==> config.mk <==
export PLATFORM = sky130hd
export DESIGN_NAME = dma2d_addr_gen
export DESIGN_NICKNAME = d
export VERILOG_FILES = /design/src/rtl/dma2d_pkg.sv /design/src/rtl/dma2d_burst_size.sv /design/src/rtl/dma2d_align_check.sv /design/src/rtl/dma2d_addr_gen.sv
export SDC_FILE = /design/constraint.sdc
export NUM_CORES = 1
export LEC_CHECK = 0
export ABC_AREA = 1
export BUFFER_PORTS_ARGS = -buffer_cell sky130_fd_sc_hd__buf_2
export CORE_ASPECT_RATIO = 1.1
export CORE_UTILIZATION = 60
export CTS_CLUSTER_DIAMETER = 50
export CTS_CLUSTER_SIZE = 16
export DETAILED_ROUTE_END_ITERATION = 8
export MAX_ROUTING_LAYER = met4
export PLACE_DENSITY = 0.94
export RECOVER_POWER = 25
export SLEW_MARGIN = 20
export SYNTH_ARGS = -nofsm -noshare
export SYNTH_HDL_FRONTEND = slang
export SYNTH_SLANG_ARGS = --single-unit
export TNS_END_PERCENT = 30
==> constraint.sdc <==
create_clock -name clk -period 5.05 [get_ports clk]
set_input_delay 0.505 -clock clk [delete_from_list [all_inputs] [get_ports clk]]
set_output_delay 0.505 -clock clk [all_outputs]
set_load 0.01 [all_outputs]
==> src/rtl/dma2d_pkg.sv <==
package dma2d_pkg;

    typedef enum logic [1:0] {
        GEN_IDLE  = 2'd0,
        GEN_BURST = 2'd1,
        GEN_DONE  = 2'd2
    } gen_state_e;

endpackage

==> src/rtl/dma2d_burst_size.sv <==
module dma2d_burst_size #(
    parameter int PAGE_LOG2 = 12,
    parameter int REM_W     = 25,
    parameter int MAX_BYTES = 128,
    parameter int BYTES_W   = 8
) (
    input  logic [PAGE_LOG2-1:0] addr_lo_i,
    input  logic [REM_W-1:0]     remain_i,
    output logic [BYTES_W-1:0]   bytes_o
);

    localparam int CMP_W = (REM_W > PAGE_LOG2 + 1) ? REM_W : PAGE_LOG2 + 1;

    logic [CMP_W-1:0] to_page;
    logic [CMP_W-1:0] remain_w;
    logic [CMP_W-1:0] cap;
    logic [CMP_W-1:0] pick;

    // Smallest of: bytes left in the row, the burst cap, bytes to the page end.
    always_comb begin
        to_page  = CMP_W'(1 << PAGE_LOG2) - CMP_W'(addr_lo_i);
        remain_w = CMP_W'(remain_i);
        cap      = CMP_W'(MAX_BYTES);
        pick     = remain_w;
        if (cap < pick) begin
            pick = cap;
        end
        if (to_page < pick) begin
            pick = to_page;
        end
        bytes_o = pick[BYTES_W-1:0];
    end

endmodule

==> src/rtl/dma2d_align_check.sv <==
module dma2d_align_check #(
    parameter int ALIGN_LOG2 = 3,
    parameter bit HAS_2D     = 1'b1
) (
    input  logic [ALIGN_LOG2-1:0] base_lo_i,
    input  logic [ALIGN_LOG2-1:0] xlen_lo_i,
    input  logic [ALIGN_LOG2-1:0] stride_lo_i,
    input  logic                  multi_row_i,
    output logic                  ok_o
);

    logic stride_ok;

    generate
        if (HAS_2D) begin : g_stride_chk
            // The stride only matters when a second row exists.
            assign stride_ok = !multi_row_i || (stride_lo_i == '0);
        end else begin : g_no_stride
            assign stride_ok = 1'b1;
        end
    endgenerate

    // Length is programmed minus one, so a whole number of beats ends in all ones.
    assign ok_o = (base_lo_i == '0) && (&xlen_lo_i) && stride_ok;

endmodule

==> src/rtl/dma2d_addr_gen.sv <==
module dma2d_addr_gen
    import dma2d_pkg::*;
#(
    parameter int ADDR_W     = 32,
    parameter int XLEN_W     = 24,
    parameter int YLEN_W     = 16,
    parameter int BEAT_BYTES = 8,
    parameter int MAX_BEATS  = 16,
    parameter int PAGE_BYTES = 4096,
    parameter bit HAS_2D     = 1'b1
) (
    input  logic                                         clk,
    input  logic                                         rst_n,
    input  logic                                         start_i,
    input  logic [ADDR_W-1:0]                            base_addr_i,
    input  logic [XLEN_W-1:0]                            xlen_m1_i,
    input  logic [YLEN_W-1:0]                            ylen_m1_i,
    input  logic [ADDR_W-1:0]                            stride_i,
    output logic                                         burst_valid_o,
    input  logic                                         burst_ready_i,
    output logic [ADDR_W-1:0]                            burst_addr_o,
    output logic [$clog2(MAX_BEATS*BEAT_BYTES+1)-1:0]    burst_bytes_o,
    output logic                                         done_o,
    output logic                                         busy_o,
    output logic                                         cfg_err_o,
    output logic [ADDR_W-1:0]                            cur_addr_o
);

    localparam int MAX_BYTES  = MAX_BEATS * BEAT_BYTES;
    localparam int BYTES_W    = $clog2(MAX_BYTES + 1);
    localparam int ALIGN_LOG2 = $clog2(BEAT_BYTES);
    localparam int PAGE_LOG2  = $clog2(PAGE_BYTES);
    localparam int REM_W      = XLEN_W + 1;

    typedef struct packed {
        gen_state_e          state;
        logic [ADDR_W-1:0]   cur_addr;
        logic [ADDR_W-1:0]   row_start;
        logic [ADDR_W-1:0]   stride;
        logic [REM_W-1:0]    row_len;
        logic [REM_W-1:0]    row_left;
        logic [YLEN_W-1:0]   rows_left;
        logic                err;
    } gen_regs_t;

    localparam gen_regs_t REGS_RESET = '{
        state:     GEN_IDLE,
        cur_addr:  '0,
        row_start: '0,
        stride:    '0,
        row_len:   '0,
        row_left:  '0,
        rows_left: '0,
        err:       1'b0
    };

    gen_regs_t regs_d, regs_q;

    logic [YLEN_W-1:0]  rows_init;
    logic               cfg_ok;
    logic [BYTES_W-1:0] bsize;
    logic [REM_W-1:0]   first_len;
    logic [ADDR_W-1:0]  next_row;

    generate
        if (HAS_2D) begin : g_rows_2d
            assign rows_init = ylen_m1_i;
        end else begin : g_rows_1d
            assign rows_init = '0;
        end
    endgenerate

    dma2d_align_check #(
        .ALIGN_LOG2 (ALIGN_LOG2),
        .HAS_2D     (HAS_2D)
    ) u_align (
        .base_lo_i   (base_addr_i[ALIGN_LOG2-1:0]),
        .xlen_lo_i   (xlen_m1_i[ALIGN_LOG2-1:0]),
        .stride_lo_i (stride_i[ALIGN_LOG2-1:0]),
        .multi_row_i (rows_init != '0),
        .ok_o        (cfg_ok)
    );

    dma2d_burst_size #(
        .PAGE_LOG2 (PAGE_LOG2),
        .REM_W     (REM_W),
        .MAX_BYTES (MAX_BYTES),
        .BYTES_W   (BYTES_W)
    ) u_bsize (
        .addr_lo_i (regs_q.cur_addr[PAGE_LOG2-1:0]),
        .remain_i  (regs_q.row_left),
        .bytes_o   (bsize)
    );

    assign first_len = REM_W'(xlen_m1_i) + REM_W'(1);
    assign next_row  = regs_q.row_start + regs_q.stride;

    always_comb begin
        regs_d     = regs_q;
        regs_d.err = 1'b0;
        unique case (regs_q.state)
            GEN_IDLE: begin
                if (start_i) begin
                    if (cfg_ok) begin
                        regs_d.state     = GEN_BURST;
                        regs_d.cur_addr  = base_addr_i;
                        regs_d.row_start = base_addr_i;
                        regs_d.stride    = (rows_init != '0) ? stride_i : '0;
                        regs_d.row_len   = first_len;
                        regs_d.row_left  = first_len;
                        regs_d.rows_left = rows_init;
                    end else begin
                        regs_d.err = 1'b1;
                    end
                end
            end
            GEN_BURST: begin
                if (burst_ready_i) begin
                    if (regs_q.row_left == REM_W'(bsize)) begin
                        if (regs_q.rows_left == '0) begin
                            regs_d.state = GEN_DONE;
                        end else begin
                            regs_d.row_start = next_row;
                            regs_d.cur_addr  = next_row;
                            regs_d.row_left  = regs_q.row_len;
                            regs_d.rows_left = regs_q.rows_left - YLEN_W'(1);
                        end
                    end else begin
                        regs_d.cur_addr = regs_q.cur_addr + ADDR_W'(bsize);
                        regs_d.row_left = regs_q.row_left - REM_W'(bsize);
                    end
                end
            end
            GEN_DONE: begin
                regs_d.state = GEN_IDLE;
            end
            default: begin
                regs_d.state = GEN_IDLE;
            end
        endcase
    end

    always_ff @(posedge clk or negedge rst_n) begin
        if (!rst_n) begin
            regs_q <= REGS_RESET;
        end else begin
            regs_q <= regs_d;
        end
    end

    assign burst_valid_o = (regs_q.state == GEN_BURST);
    assign burst_addr_o  = regs_q.cur_addr;
    assign burst_bytes_o = bsize;
    assign done_o        = (regs_q.state == GEN_DONE);
    assign busy_o        = (regs_q.state != GEN_IDLE);
    assign cfg_err_o     = regs_q.err;
    assign cur_addr_o    = regs_q.cur_addr;

endmodule

# ---- Word level (Yosys, flattened, before mapping)
# Cells that the tools add are included.
dict set report totals {
  reg_bits 165
  output_inout_bits 76
}
dict set report classes {
  n_addsub 6
  order_cmp 2
  reduce_logical 16
  eq_ne 10
  muxes 20
}
# operator n
set op_table {}
lappend op_table {{two-way mux 165 bit} 1}
lappend op_table {{two-way mux 164 bit} 1}
lappend op_table {{case mux 64 bit (2 select lines)} 1}
lappend op_table {{two-way mux 32 bit} 3}
lappend op_table {{two-way mux 41 bit} 2}
lappend op_table {{case mux 41 bit (2 select lines)} 1}
lappend op_table {{two-way mux 66 bit} 1}
lappend op_table {{two-way mux 64 bit} 1}
lappend op_table {{two-way mux 25 bit} 2}
lappend op_table {{adder 32 bit} 1}
lappend op_table {{adder 32 x 8 -> 32 bit} 1}
lappend op_table {{adder 24 x 1 -> 25 bit, second input constant} 1}
lappend op_table {{== test 25 x 8 -> 1 bit} 1}
lappend op_table {{< comparator 25 bit} 1}
lappend op_table {{< comparator 8 x 25 -> 1 bit, first input constant} 1}
lappend op_table {{subtractor 25 x 8 -> 25 bit} 1}
lappend op_table {{zero test 16 bit} 1}
lappend op_table {{two-way mux 16 bit} 1}
lappend op_table {{nonzero test 16 bit} 1}
lappend op_table {{subtractor 16 x 1 -> 16 bit, second input constant} 1}
lappend op_table {{subtractor 13 x 12 -> 14 bit, first input constant} 1}
lappend op_table {{AND reduction 5 bit} 2}
lappend op_table {{two-way mux 8 bit} 1}
lappend op_table {{zero test 3 bit} 2}
lappend op_table {{other kinds (15)} 24}

# ---- Depth between registers and ports, before layout
# Gate-level depths: netlist of run 1.
dict set report logic_depth {
  depth_word 8
  ltp_mapped 37
}

# ---- Modules after synthesis
# A second synthesis of run 1 with hierarchy kept.
dict set report hier_totals {
  hier_cells 2237
  area_unflattened_um2 14181.1
}
# mod area_each_um2 cells_per_inst n_inst
set by_module_without_submodules {}
lappend by_module_without_submodules {dma2d_addr_gen 13341.5 2079 1}
lappend by_module_without_submodules {dma2d_burst_size 790.8 147 1}
lappend by_module_without_submodules {dma2d_align_check 48.8 11 1}

# ---- Worst setup path before layout of run 1
# OpenSTA, ideal clock, no wires.
dict set report synth_timing {
  path_type {reg2reg}
  from {register regs_q[131] (netlist: burst_addr_o[0])}
  to {register regs_q[41]}
  path_slack_ps 568
  period_less_slack_ps 4482
  stages_incl_launch_ff 28
  setup_ps 122
  path_buffers 1
  arrival_time_ps 4359
  path_cell_list {dfrtp_1 inv_1 ha_1 nand3_1 nor3_1 nand2_1 nor2_1 nand3_1 nand2_1 nand2_1 inv_1 ha_1 a21oi_1 nor2_1 a211oi_2 nand2_2 buf_6 o21ai_0 ha_1 inv_1 fa_1 a21o_1 nand2_1 nand2_1 o21ai_0 nand3_1 nand2_1 a21boi_1}
}
dict set report synth_via {
  elab_chain_cells 7
  word_cells_on_any_way 10
}
# item line
set synth_rtl {}
lappend synth_rtl {{from (decl)} dma2d_addr_gen.sv:57} ;# gen_regs_t regs_d, regs_q;
lappend synth_rtl {{from (signal assigned)} dma2d_addr_gen.sv:147} ;# regs_q <= regs_d;
lappend synth_rtl {{subtractor 13 x 12 -> 14 bit (*)} dma2d_burst_size.sv:21} ;# to_page = CMP_W'(1 << PAGE_LOG2) - CMP_W'(addr_lo_i);
lappend synth_rtl {{< comparator 25 bit} dma2d_burst_size.sv:28} ;# if (to_page < pick) begin
lappend synth_rtl {{two-way mux 8 bit (*)} dma2d_burst_size.sv:28}
lappend synth_rtl {{net burst_bytes_o[0]} dma2d_addr_gen.sv:22} ;# output logic [$clog2(MAX_BEATS*BEAT_BYTES+1)-1:0] burst_bytes_o,
lappend synth_rtl {{subtractor 25 x 8 -> 25 bit / == test 25 x 8 -> 1 bit (equally long branches)} {dma2d_addr_gen.sv:130, dma2d_addr_gen.sv:119}}
lappend synth_rtl {{two-way mux 25 bit} dma2d_addr_gen.sv:119} ;# if (regs_q.row_left == REM_W'(bsize)) begin
lappend synth_rtl {{two-way mux 41 bit} dma2d_addr_gen.sv:118} ;# if (burst_ready_i) begin
lappend synth_rtl {{case mux 41 bit (2 select lines)} dma2d_addr_gen.sv:101} ;# unique case (regs_q.state)
# The timed path passes the listed nets; every way through them passes the cells marked *. The select of a mux whose other input is x is not followed.
# A chain may end at the register's enable or synchronous reset.

# ---- Worst setup path after layout of run 1
dict set report layout_timing {
  from {register regs_q[132] (netlist: burst_addr_o[1])}
  to {register regs_q[101]}
}
dict set report layout_via {
  elab_chain_cells 6
}
# item line
set layout_rtl {}
lappend layout_rtl {{subtractor 13 x 12 -> 14 bit (*)} dma2d_burst_size.sv:21}
lappend layout_rtl {{< comparator 25 bit} dma2d_burst_size.sv:28}
lappend layout_rtl {{two-way mux 8 bit (*)} dma2d_burst_size.sv:28}
lappend layout_rtl {{== test 25 x 8 -> 1 bit (*)} dma2d_addr_gen.sv:119}
lappend layout_rtl {{!= test 2 x 1 -> 1 bit (no line) (*)} n/a}
lappend layout_rtl {{AND reduction 6 bit (no line) (*)} n/a}
# Mark *: on every way between the ends. The rest lies on a longest branch, timed or not.

==> results of run 1 <==
[cells by family (layout without fill, tap and decap cells)]
| family | after synthesis | after routing |
|---|---|---|
| and+or+nand+nor | 988 | 989 |
| AOI/OAI and AO/OA | 372 | 372 |
| buffers and inverters | 351 | 484 |
| DFF | 165 | 165 |
| xor gates and xnor gates | 60 | 60 |
| adders and majority gates | 55 | 55 |
| other | 1 | 5 |
[routing by layer]
layer | share of wire [%] | vias up
met5 | 0 | -
met4 | 3.5 | 0
met3 | 12 | 118
met2 | 42 | 866
met1 | 43 | 6590
li1 | - | 6756
[sequential cells by signal, summed over array words and instances, names as in the netlist]
signal	flops
cfg_err_o	1
burst_addr_o	32
regs_q	132
[worst max-delay path, delay by kind of cell, from the launching register on]
| family | cells | cell delay (ps) |
|---|---|---|
| AO/OA/AOI/OAI | 4 | 730 |
| adder cells (fa/ha/maj) | 2 | 430 |
| buffers and inverters | 9 | 1120 |
| flip-flops | 1 | 450 |
| AND/OR/NAND/NOR | 18 | 2020 |
[placed cells by master (no fill, tap or decap), types with 8 or more instances in the layout]
cell | synthesis | final
nor4_1 | 15 | 15
inv_2 | 18 | 19
a21boi_1 | 15 | 15
o21ai_1 | 55 | 59
nand3_1 | 159 | 155
nand4_1 | 27 | 27
ha_1 | 53 | 53
o21bai_1 | 8 | 8
o21ai_0 | 108 | 104
nor3_1 | 39 | 33
a21oi_1 | 114 | 114
clkbuf_16 | 0 | 20
nand2_2 | 14 | 21
buf_2 | 4 | 182
xnor2_1 | 15 | 15
nand3_2 | 4 | 8
or2_2 | 16 | 16
dfrtp_1 | 165 | 164
inv_1 | 204 | 202
xor2_1 | 45 | 45
buf_4 | 69 | 34
nor2_1 | 163 | 160
a21boi_0 | 8 | 8
o211ai_1 | 12 | 12
a22oi_2 | 10 | 10
nand2_1 | 529 | 521
[final timing paths]
check,from,slack (ps),end,depth (start not counted)
min in group asynchronous,rst_n,760,regs_q[58]$_DFFE_PN0P_,1
min reg2reg,regs_q[65]$_DFFE_PN0P_,490,regs_q[65]$_DFFE_PN0P_,2
max in group asynchronous,rst_n,1510,regs_q[17]$_DFFE_PN0P_,2
max reg2reg,burst_addr_o[1]$_DFFE_PN0P_,180,regs_q[101]$_DFFE_PN0P_,33
min,stride_i[31],280,regs_q[98]$_DFFE_PN0P_,3
max,burst_addr_o[1]$_DFFE_PN0P_,180,regs_q[101]$_DFFE_PN0P_,33
[power by group through the flow]
stage / combinational [mW] / clock (mW) / sequential, mW
final: 3.15 / 1.33 / 1.78
after global routing: 3.47 / 1.38 / 1.80
after CTS: 2.99 / 1.33 / 1.75
after detailed placement: 2.97 / 0 / 1.78
after global placement: 2.95 / 0 / 1.77
after floorplan: 2.28 / 0 / 1.70
[through the flow]
stage / hold slack (ps) / util [%] / instance area (µm²) / total power, mW
2_1_floorplan: 209 / - / 13600 / 3.98
3_3_place_gp: 455 / 64.7 / 14300 / 4.71
3_5_place_dp: 468 / 64.7 / 14300 / 4.75
4_1_cts: 174 / 67.4 / 14900 / 6.07
5_1_grt: 295 / 68.7 / 15200 / 6.66
6_report: 277 / 68.7 / 15200 / 6.25
[repair_timing]
action / in CTS / in global routing
hold endpoints to repair: 0 / 0
setup buffers: 0 / 8
resized for setup: 0 / 37
setup endpoints to repair: 0 / 106
[layout make-up]
cell class / instances / area (µm²) / area share, %
multi-input combinational: 1481 / 7870 / 51.8
sequential: 165 / 4130 / 27.2
timing repair buffer: 228 / 1390 / 9.15
inverter: 224 / 843 / 5.56
clock buffer: 19 / 443 / 2.92
tap: 295 / 369 / 2.43
clock inverter: 13 / 136 / 0.898
==> results_dict.tcl, run 1 <==
set metrics [dict create \
    outcome "finished with violations" \
    violations "max-capacitance violations, max-slew violations" \
    crit_type "flip-flop to flip-flop" \
    post-place-ws_ps 146 \
    grt_pass1_wl_um 68500 \
    grt_max_degree 93 \
    grt_pass1_vias 13100 \
    drc 0 \
    slew_violations 127 \
    ys.flop_type "dfrtp_1" \
    layout-drive-gt1-share_pct 17.3 \
    tns_ps 0 \
    syn_area_um2 13500 \
    dp.cells 2381 \
    hold_path_class "input pin to flip-flop" \
    p_clk_share_pct 21.2 \
    cts_tree "yes" \
    syn_area_per_cell_um2 6.80 \
    power_frac_seq_pct 28.4 \
    synthAdderAreaFrac_pct 5.19 \
    finalNonFillerCells 2425 \
    cts_max_path_buffers 2 \
    area_delta_synth_final_pct 12.1 \
    ant_nets 0 \
    cts_made_buffers 17 \
    ys_types 59 \
    coreArea_um2 22100 \
    grt_use_met1_pct 54.4 \
    critPathLaunchType "flip-flop" \
    cp_slowest_cell "dfrtp_2" \
    power.leakage_nw 7.67 \
    drt_iter0_markers 1584 \
    synth_async_sr_flop_share_pct 100 \
    start_util_pct 61.2 \
    synth_top_family_by_area "simple AND/OR/NAND/NOR gates" \
    use_met2_pct 55.0 \
    numClockSinks 165 \
    min_period_ps 4870 \
    drtPass1Iterations 6 \
    final.period_utilization_pct 96.5 \
    nFillCells 1893 \
    fmax_ghz 0.205 \
    worst_setup_path_end_kind "flip-flop" \
    drt_wl_total_um 44300 \
    setup_viol_count_final 0 \
    yosysWarnings 0 \
    combinationalPowerShare_pct 50.4 \
    grt_overflow_total 0 \
    irDropWorstVdd_mv 0.254 \
    drt-vias-per-instance 5.91 \
    grt-busiest-layer "met2" \
    portBuffers 183 \
    synth_xor_area_share_pct 3.88 \
    grt_usage_pct 38.9 \
    grt_antenna_before_repair 0 \
    synth_area_leaders "dfrtp_1 30%, nand2_1 15%, nand3_1 5.9%, inv_1 5.7%, ha_1 4.9%" \
    powerDensity_nw_per_um2 412 \
    synth.top_cell.area_share_pct 30.5 \
    io_pins 184 \
    fin_nets 2280 \
    setup_ws_ps 177 \
    worst_clock_skew_ps 12.1 \
    wl_per_cell_um 18.3 \
    synth.largest_area_cell "dfrtp_1" \
    die_y_um 160 \
    yosys.area_share.simple_pct 31.7 \
    dpl.hpwl_um 33200 \
    ys_top_cells_by_count "529 x nand2_1, 204 x inv_1, 165 x dfrtp_1" \
    clock_latency_ps 440 \
    vias 14300 \
    die_w_um 145 \
    maxCapViolations 2 \
    gp_congestion 1.02 \
    swShare_pct 46.9 \
    relSlewSlack_pct -59.9 \
    synth_mux_area_share_pct 0 \
    root_buffer "clkbuf_16" \
    grtUsageMet3_pct 8.80 \
    power_switching_mw 2.93 \
    antenna_cells 0 \
    worstPathArrival_ps 5190 \
    htree_levels 4 \
    tightest_slew_ps 2400 \
    max_stage_delay_ps 450 \
    synth-seq-cells 165 \
    synth_most_common_cell "nand2_1" \
    path_max_fanout 6 \
    synth_edf_count 0 \
    intPower_mw 3.32 \
    clk_pin_slew_worst_paths_ps 70 \
    hold_viol_final 0 \
    seq_area_frac_synth_pct 30.5 \
    synth-compound-area-share_pct 16.3 \
    die_area_um2 23200 \
    rows 57 \
    postCtsHoldBufs 0 \
    syn_inst 1992 \
    worst_ep_required_time_ps 5360 \
]
No activity file was read; power rests on OpenSTA's default activity.
==> run 2: changes to the inputs <==
--- a/config.mk
+++ b/config.mk
@@ -8,13 +8,14 @@
 export ABC_AREA = 1
 export BUFFER_PORTS_ARGS = -buffer_cell sky130_fd_sc_hd__buf_2
 export CORE_ASPECT_RATIO = 1.1
-export CORE_UTILIZATION = 60
+export CORE_UTILIZATION = 40
 export CTS_CLUSTER_DIAMETER = 50
 export CTS_CLUSTER_SIZE = 16
 export DETAILED_ROUTE_END_ITERATION = 8
 export MAX_ROUTING_LAYER = met4
-export PLACE_DENSITY = 0.94
+export PLACE_DENSITY = 0.7
 export RECOVER_POWER = 25
+export SKIP_CTS_REPAIR_TIMING = 1
 export SLEW_MARGIN = 20
 export SYNTH_ARGS = -nofsm -noshare
 export SYNTH_HDL_FRONTEND = slang
==> constraint.sdc (replaced) <==
create_clock -name clk -period 4.9 [get_ports clk]
set_input_delay 0.49 -clock clk [delete_from_list [all_inputs] [get_ports clk]]
set_output_delay 0.49 -clock clk [all_outputs]
set_load 0.01 [all_outputs]
==> run 2 against run 1 <==
  * The run still ends with max-capacitance violations, max-slew violations left
  * Sequential power increased by 3%
  * Critical path depth grew 1
  * Non-clock buffer count grew 16
  * Hold slack worse by 19 ps
==> results_dict.tcl, run 2 (same netlist as run 1, synthesis figures left out) <==
set metrics [dict create \
    vias 14000 \
    clk_pin_slew_worst_paths_ps 70 \
    maxCapViolations 2 \
    worst_clock_skew_ps 13.9 \
    cts_made_buffers 17 \
    power.leakage_nw 7.81 \
    grt_pass1_vias 13000 \
    drt-vias-per-instance 5.45 \
    tns_ps 0 \
    worstPathArrival_ps 5060 \
    die_y_um 195 \
    grt_max_degree 91 \
    powerDensity_nw_per_um2 431 \
    nFillCells 3448 \
    fin_nets 2295 \
    min_period_ps 4720 \
    start_util_pct 40.7 \
    slew_violations 125 \
    fmax_ghz 0.212 \
    layout_common_cells "519 x nand2_1, 199 x inv_1, 182 x buf_2" \
    regArea_um2 4130 \
    rows 70 \
    gp_congestion 0.958 \
    rsz0062_at_grt "yes" \
    largest_reg_flops 132 \
    grtUsageMet3_pct 3.68 \
    drt_iter0_markers 1387 \
    top_register "regs_q" \
    cts_tree "yes" \
    tightest_slew_ps 2420 \
    hold_path_class "input pin to flip-flop" \
    cpMostUsedCell "nand2_2" \
    grt-busiest-layer "met2" \
    total_power_mw 6.73 \
    hold_viol_final 0 \
    grt_usage_pct 27.7 \
    irDropWorstVdd_mv 0.204 \
    relSlewSlack_pct -61.2 \
    outcome "finished with violations" \
    root_buffer "clkbuf_16" \
    dpl.hpwl_um 35300 \
    coreArea_um2 33300 \
    numClockSinks 165 \
    setup_viol_count_final 0 \
    path_buf_inv 9 \
    drt_wl_total_um 47300 \
    grt_use_met1_pct 39.4 \
    area_delta_synth_final_pct 15.4 \
    drtPass1Iterations 5 \
    grt_antenna_before_repair 2 \
    layout-drive-gt1-share_pct 18.7 \
    die_w_um 177 \
    htree_levels 4 \
    portBuffers 183 \
    critPathLaunchType "flip-flop" \
    max_stage_delay_ps 410 \
    multi_input_area_um2 7930 \
    path_max_fanout 8 \
    violations "max-capacitance violations, max-slew violations" \
    crit_type "flip-flop to flip-flop" \
    cp_slowest_cell "dfrtp_1" \
    final.period_utilization_pct 96.3 \
    grt_overflow_total 0 \
    use_met2_pct 39.7 \
    clock_latency_ps 460 \
    io_pins 184 \
    drc 0 \
    wl_per_cell_um 18.3 \
    final_common_cell "nand2_1" \
    ant_nets 0 \
    die_area_um2 34600 \
    worst_ep_required_time_ps 5240 \
    crit_family "simple AND/OR/NAND/NOR gates" \
    worst_setup_path_end_kind "flip-flop" \
    grt_pass1_wl_um 72000 \
    cts_max_path_buffers 2 \
]
run 2: final cells by class:
class / count / share of cell area, %
multi-input combinational: 1480 / 50.8
sequential: 165 / 26.4
timing repair buffer: 244 / 9.79
inverter: 224 / 5.43
tap: 432 / 3.46
clock buffer: 19 / 2.90
clock inverter: 13 / 1.20
antenna: 2 / 0.0320
run 2: stage by stage:
| stage | std cells | utilization (%) | hold WS, ps | worst slack (ps) | cell area, µm² |
|---|---|---|---|---|---|
| 2_1_floorplan | 1996 | - | 194 | 418 | 13600 |
| 3_3_place_gp | 2528 | 43.7 | 457 | 125 | 14600 |
| 3_5_place_dp | 2528 | 43.7 | 467 | 5.72 | 14600 |
| 4_1_cts | 2560 | 45.7 | 173 | -12.8 | 15200 |
| 5_1_grt | 2579 | 47.0 | 256 | -60.4 | 15600 |
| 6_report | 2579 | 47.0 | 258 | 182 | 15600 |
run 2: metal layers:
| metal | share of wire (%) | vias to the layer above |
|---|---|---|
| met5 | 0 | - |
| met4 | 3.4 | 0 |
| met3 | 7.4 | 82 |
| met2 | 43 | 588 |
| met1 | 46 | 6601 |
| li1 | - | 6776 |
run 2: path summary, 6_finish.rpt:
check                                            start                 endpoint  slack, ps  cells after the start
max in group asynchronous                        rst_n    regs_q[8]$_DFFE_PN0P_       1380                      2
min                                        stride_i[6]   regs_q[73]$_DFFE_PN0P_        260                      3
max                        burst_addr_o[0]$_DFFE_PN0P_  regs_q[130]$_DFFE_PN0P_        180                     34
min in group asynchronous                        rst_n   regs_q[55]$_DFFE_PN0P_        770                      1
max reg2reg                burst_addr_o[0]$_DFFE_PN0P_  regs_q[130]$_DFFE_PN0P_        180                     34
min reg2reg                     regs_q[48]$_DFFE_PN0P_   regs_q[48]$_DFFE_PN0P_        480                      2
run 2: power by group:
| part | internal (mW) | leakage (nW) | switching [mW] | total [mW] |
|---|---|---|---|---|
| clock | 0.851 | 0.316 | 0.657 | 1.51 |
| sequential | 1.56 | 2.12 | 0.279 | 1.84 |
| combinational | 1.20 | 5.37 | 2.19 | 3.39 |
run 2: worst register-to-register path: cells and delay by family, from the launching register on:
| family | cells | cell delay (ps) |
|---|---|---|
| DFF | 1 | 410 |
| and+or+nand+nor | 20 | 2060 |
| AOI/OAI and AO/OA | 3 | 580 |
| adders and majority gates | 2 | 400 |
| buffers and inverters | 9 | 1180 |
==> run 3: changes to the inputs <==
--- a/config.mk
+++ b/config.mk
@@ -13,7 +13,6 @@
 export CTS_CLUSTER_SIZE = 16
 export DETAILED_ROUTE_END_ITERATION = 8
 export MAX_ROUTING_LAYER = met4
-export PLACE_DENSITY = 0.7
 export RECOVER_POWER = 25
 export SKIP_CTS_REPAIR_TIMING = 1
 export SLEW_MARGIN = 20
==> run 3 against run 2 <==
  * The run still ends with max-capacitance violations, max-slew violations left
  * Sequential share of layout area is 0.20 points higher
  * Clock skew is 2.9 ps higher
  * Core utilization fell by 0.35 points
  * Wire length shrank 1.6%
  * Largest cell class unchanged
  * Register-to-register slack improved by 130 ps
  * Critical endpoint is now burst_addr_o[28]$_DFFE_PN0P_
  * Die area did not move
==> results_dict.tcl, run 3 (same netlist as run 1, synthesis figures left out) <==
set metrics [dict create \
    final_common_cell "nand2_1" \
    crit_type "flip-flop to flip-flop" \
    drt_iter0_markers 1338 \
    clk_pin_slew_worst_paths_ps 70 \
    swShare_pct 45.5 \
    grt_usage_pct 28.4 \
    setup_viol_count_final 0 \
    cpMostUsedCell "nand2_1" \
    die_w_um 177 \
    timing.rr.start "burst_addr_o[1]$_DFFE_PN0P_" \
    irDropWorstVdd_mv 0.311 \
    multi_input_area_um2 7850 \
    dpl.hpwl_um 36100 \
    place_area_um2 14700 \
    total_power_mw 6.64 \
    io_pins 184 \
    worst_r2r_path_depth 31 \
    gp_congestion 0.953 \
    max_stage_delay_ps 380 \
    die_y_um 195 \
    powerDensity_nw_per_um2 428 \
    rsz0062_at_grt "yes" \
    crit_cells 31 \
    violations "max-capacitance violations, max-slew violations" \
    setup_ws_ps 311 \
    vias 13900 \
    hold_viol_final 0 \
    intPower_mw 3.62 \
    antenna_cells 0 \
    worst_setup_path_end_kind "flip-flop" \
    relSlewSlack_pct -53.0 \
    p_clk_share_pct 22.0 \
    combinationalPowerShare_pct 50.8 \
    power_frac_seq_pct 27.2 \
    drc 0 \
    nFillCells 3583 \
    cp_slowest_cell "dfrtp_1" \
    hold_depth 3 \
    grt_pass1_vias 13000 \
    area_delta_synth_final_pct 14.6 \
    grt_pass1_wl_um 73000 \
    r2r_slack_ps 310 \
    drt_wl_total_um 46600 \
    worst_ep_required_time_ps 5210 \
    root_buffer "clkbuf_16" \
    crit_family "simple AND/OR/NAND/NOR gates" \
    power_switching_mw 3.02 \
    portBuffers 183 \
    min_period_ps 4590 \
    layout-drive-gt1-share_pct 18.3 \
    rr_endpoint "burst_addr_o[28]$_DFFE_PN0P_" \
    grt_antenna_before_repair 0 \
    critPathLaunchType "flip-flop" \
    ant_nets 0 \
    worst_clock_skew_ps 16.7 \
    largest_reg_flops 132 \
    cts_max_path_buffers 2 \
    slew_violations 125 \
    coreArea_um2 33300 \
    cts_made_buffers 17 \
    start_util_pct 40.7 \
    die_area_um2 34600 \
    layout_common_cells "521 x nand2_1, 203 x inv_1, 182 x buf_2" \
    drt-vias-per-instance 5.36 \
    numClockSinks 165 \
    path_max_fanout 16 \
    rows 70 \
    tightest_slew_ps 2300 \
    final_area_um2 15500 \
    clock_latency_ps 460 \
    wl_per_cell_um 18.0 \
    fmax_ghz 0.218 \
    top_register "regs_q" \
    cts_tree "yes" \
    worstPathArrival_ps 4900 \
    path_buf_inv 7 \
    grt_overflow_total 0 \
    htree_levels 4 \
    post-place-ws_ps 107 \
    regArea_um2 4130 \
    hold_path_class "input pin to flip-flop" \
    drtPass1Iterations 6 \
    power.leakage_nw 7.80 \
    hp-start "stride_i[21]" \
    maxCapViolations 2 \
    whs_endpoint "regs_q[88]$_DFFE_PN0P_" \
    outcome "finished with violations" \
    fin_nets 2303 \
    final.period_utilization_pct 93.6 \
    grt_max_degree 86 \
]
==> run 3: cell count changes in the layout (fill, tap and decap cells not counted), moves of 3 or more <==
cell       previous run  this run
buf_4                45        58
inv_1               199       203
inv_8                 4         0
a21oi_1             111       114
a21oi_2               3         0
clkbuf_16            21        18
nand2_4               4         1
nor2_1              155       158
==> run 3: worst register-to-register path, delay by kind of cell (launching register included) <==
kind | cells | cell delay, ps
simple gates | 19 | 2200
fa+ha+maj | 2 | 430
compound gates | 3 | 560
flops | 1 | 380
buf+inv | 7 | 890
==> run 3: layout make-up <==
cell class	instances	area share [%]
Timing Repair Buffer	251	9.82
Tap cell	432	3.48
Sequential cell	165	26.6
Inverter	224	5.43
Multi-Input combinational cell	1481	50.6
Clock buffer	19	2.92
Clock inverter	13	1.09
==> run 3: power by group through the flow <==
stage / logic (mW) / registers [mW] / clock network [mW]
after floorplan: 2.35 / 1.76 / 0
final: 3.37 / 1.81 / 1.46
after global routing: 3.75 / 1.84 / 1.53
after CTS: 3.27 / 1.80 / 1.49
after global placement: 3.26 / 1.82 / 0
after detailed placement: 3.25 / 1.82 / 0
==> run 3: per-layer routing <==
layer | share of wire (%) | wire, µm | track usage (%) | vias to the layer above
met5 | 0 | 0 | - | -
met4 | 3.0 | 1390 | 10.0 | 0
met3 | 6.8 | 3190 | 4.50 | 71
met2 | 42 | 19700 | 40.5 | 477
met1 | 48 | 22300 | 40.4 | 6520
li1 | - | - | - | 6791
==> run 3: how the worst max path moves through the flow <==
stage,startpoint,end,slack (ps)
floorplan,burst_addr_o[0]$_DFFE_PN0P_,regs_q[41]$_DFFE_PN0P_,420
global placement,regs_q[36]$_DFFE_PN0P_,burst_addr_o[18]$_DFFE_PN0P_,90
detailed placement,regs_q[36]$_DFFE_PN0P_,burst_addr_o[18]$_DFFE_PN0P_,110
CTS,regs_q[36]$_DFFE_PN0P_,burst_addr_o[18]$_DFFE_PN0P_,90
global route,burst_addr_o[0]$_DFFE_PN0P_,regs_q[123]$_DFFE_PN0P_,-120
finish,burst_addr_o[1]$_DFFE_PN0P_,burst_addr_o[28]$_DFFE_PN0P_,310
==> run 3: stage by stage <==
stage	util, %	cells	hold WS [ps]	setup TNS (ps)
after floorplan	-	1996	194	0
after global placement	44.1	2539	454	0
after detailed placement	44.1	2539	458	0
after CTS	45.9	2571	138	0
after global routing	46.6	2585	255	-4660
final	46.6	2585	260	0
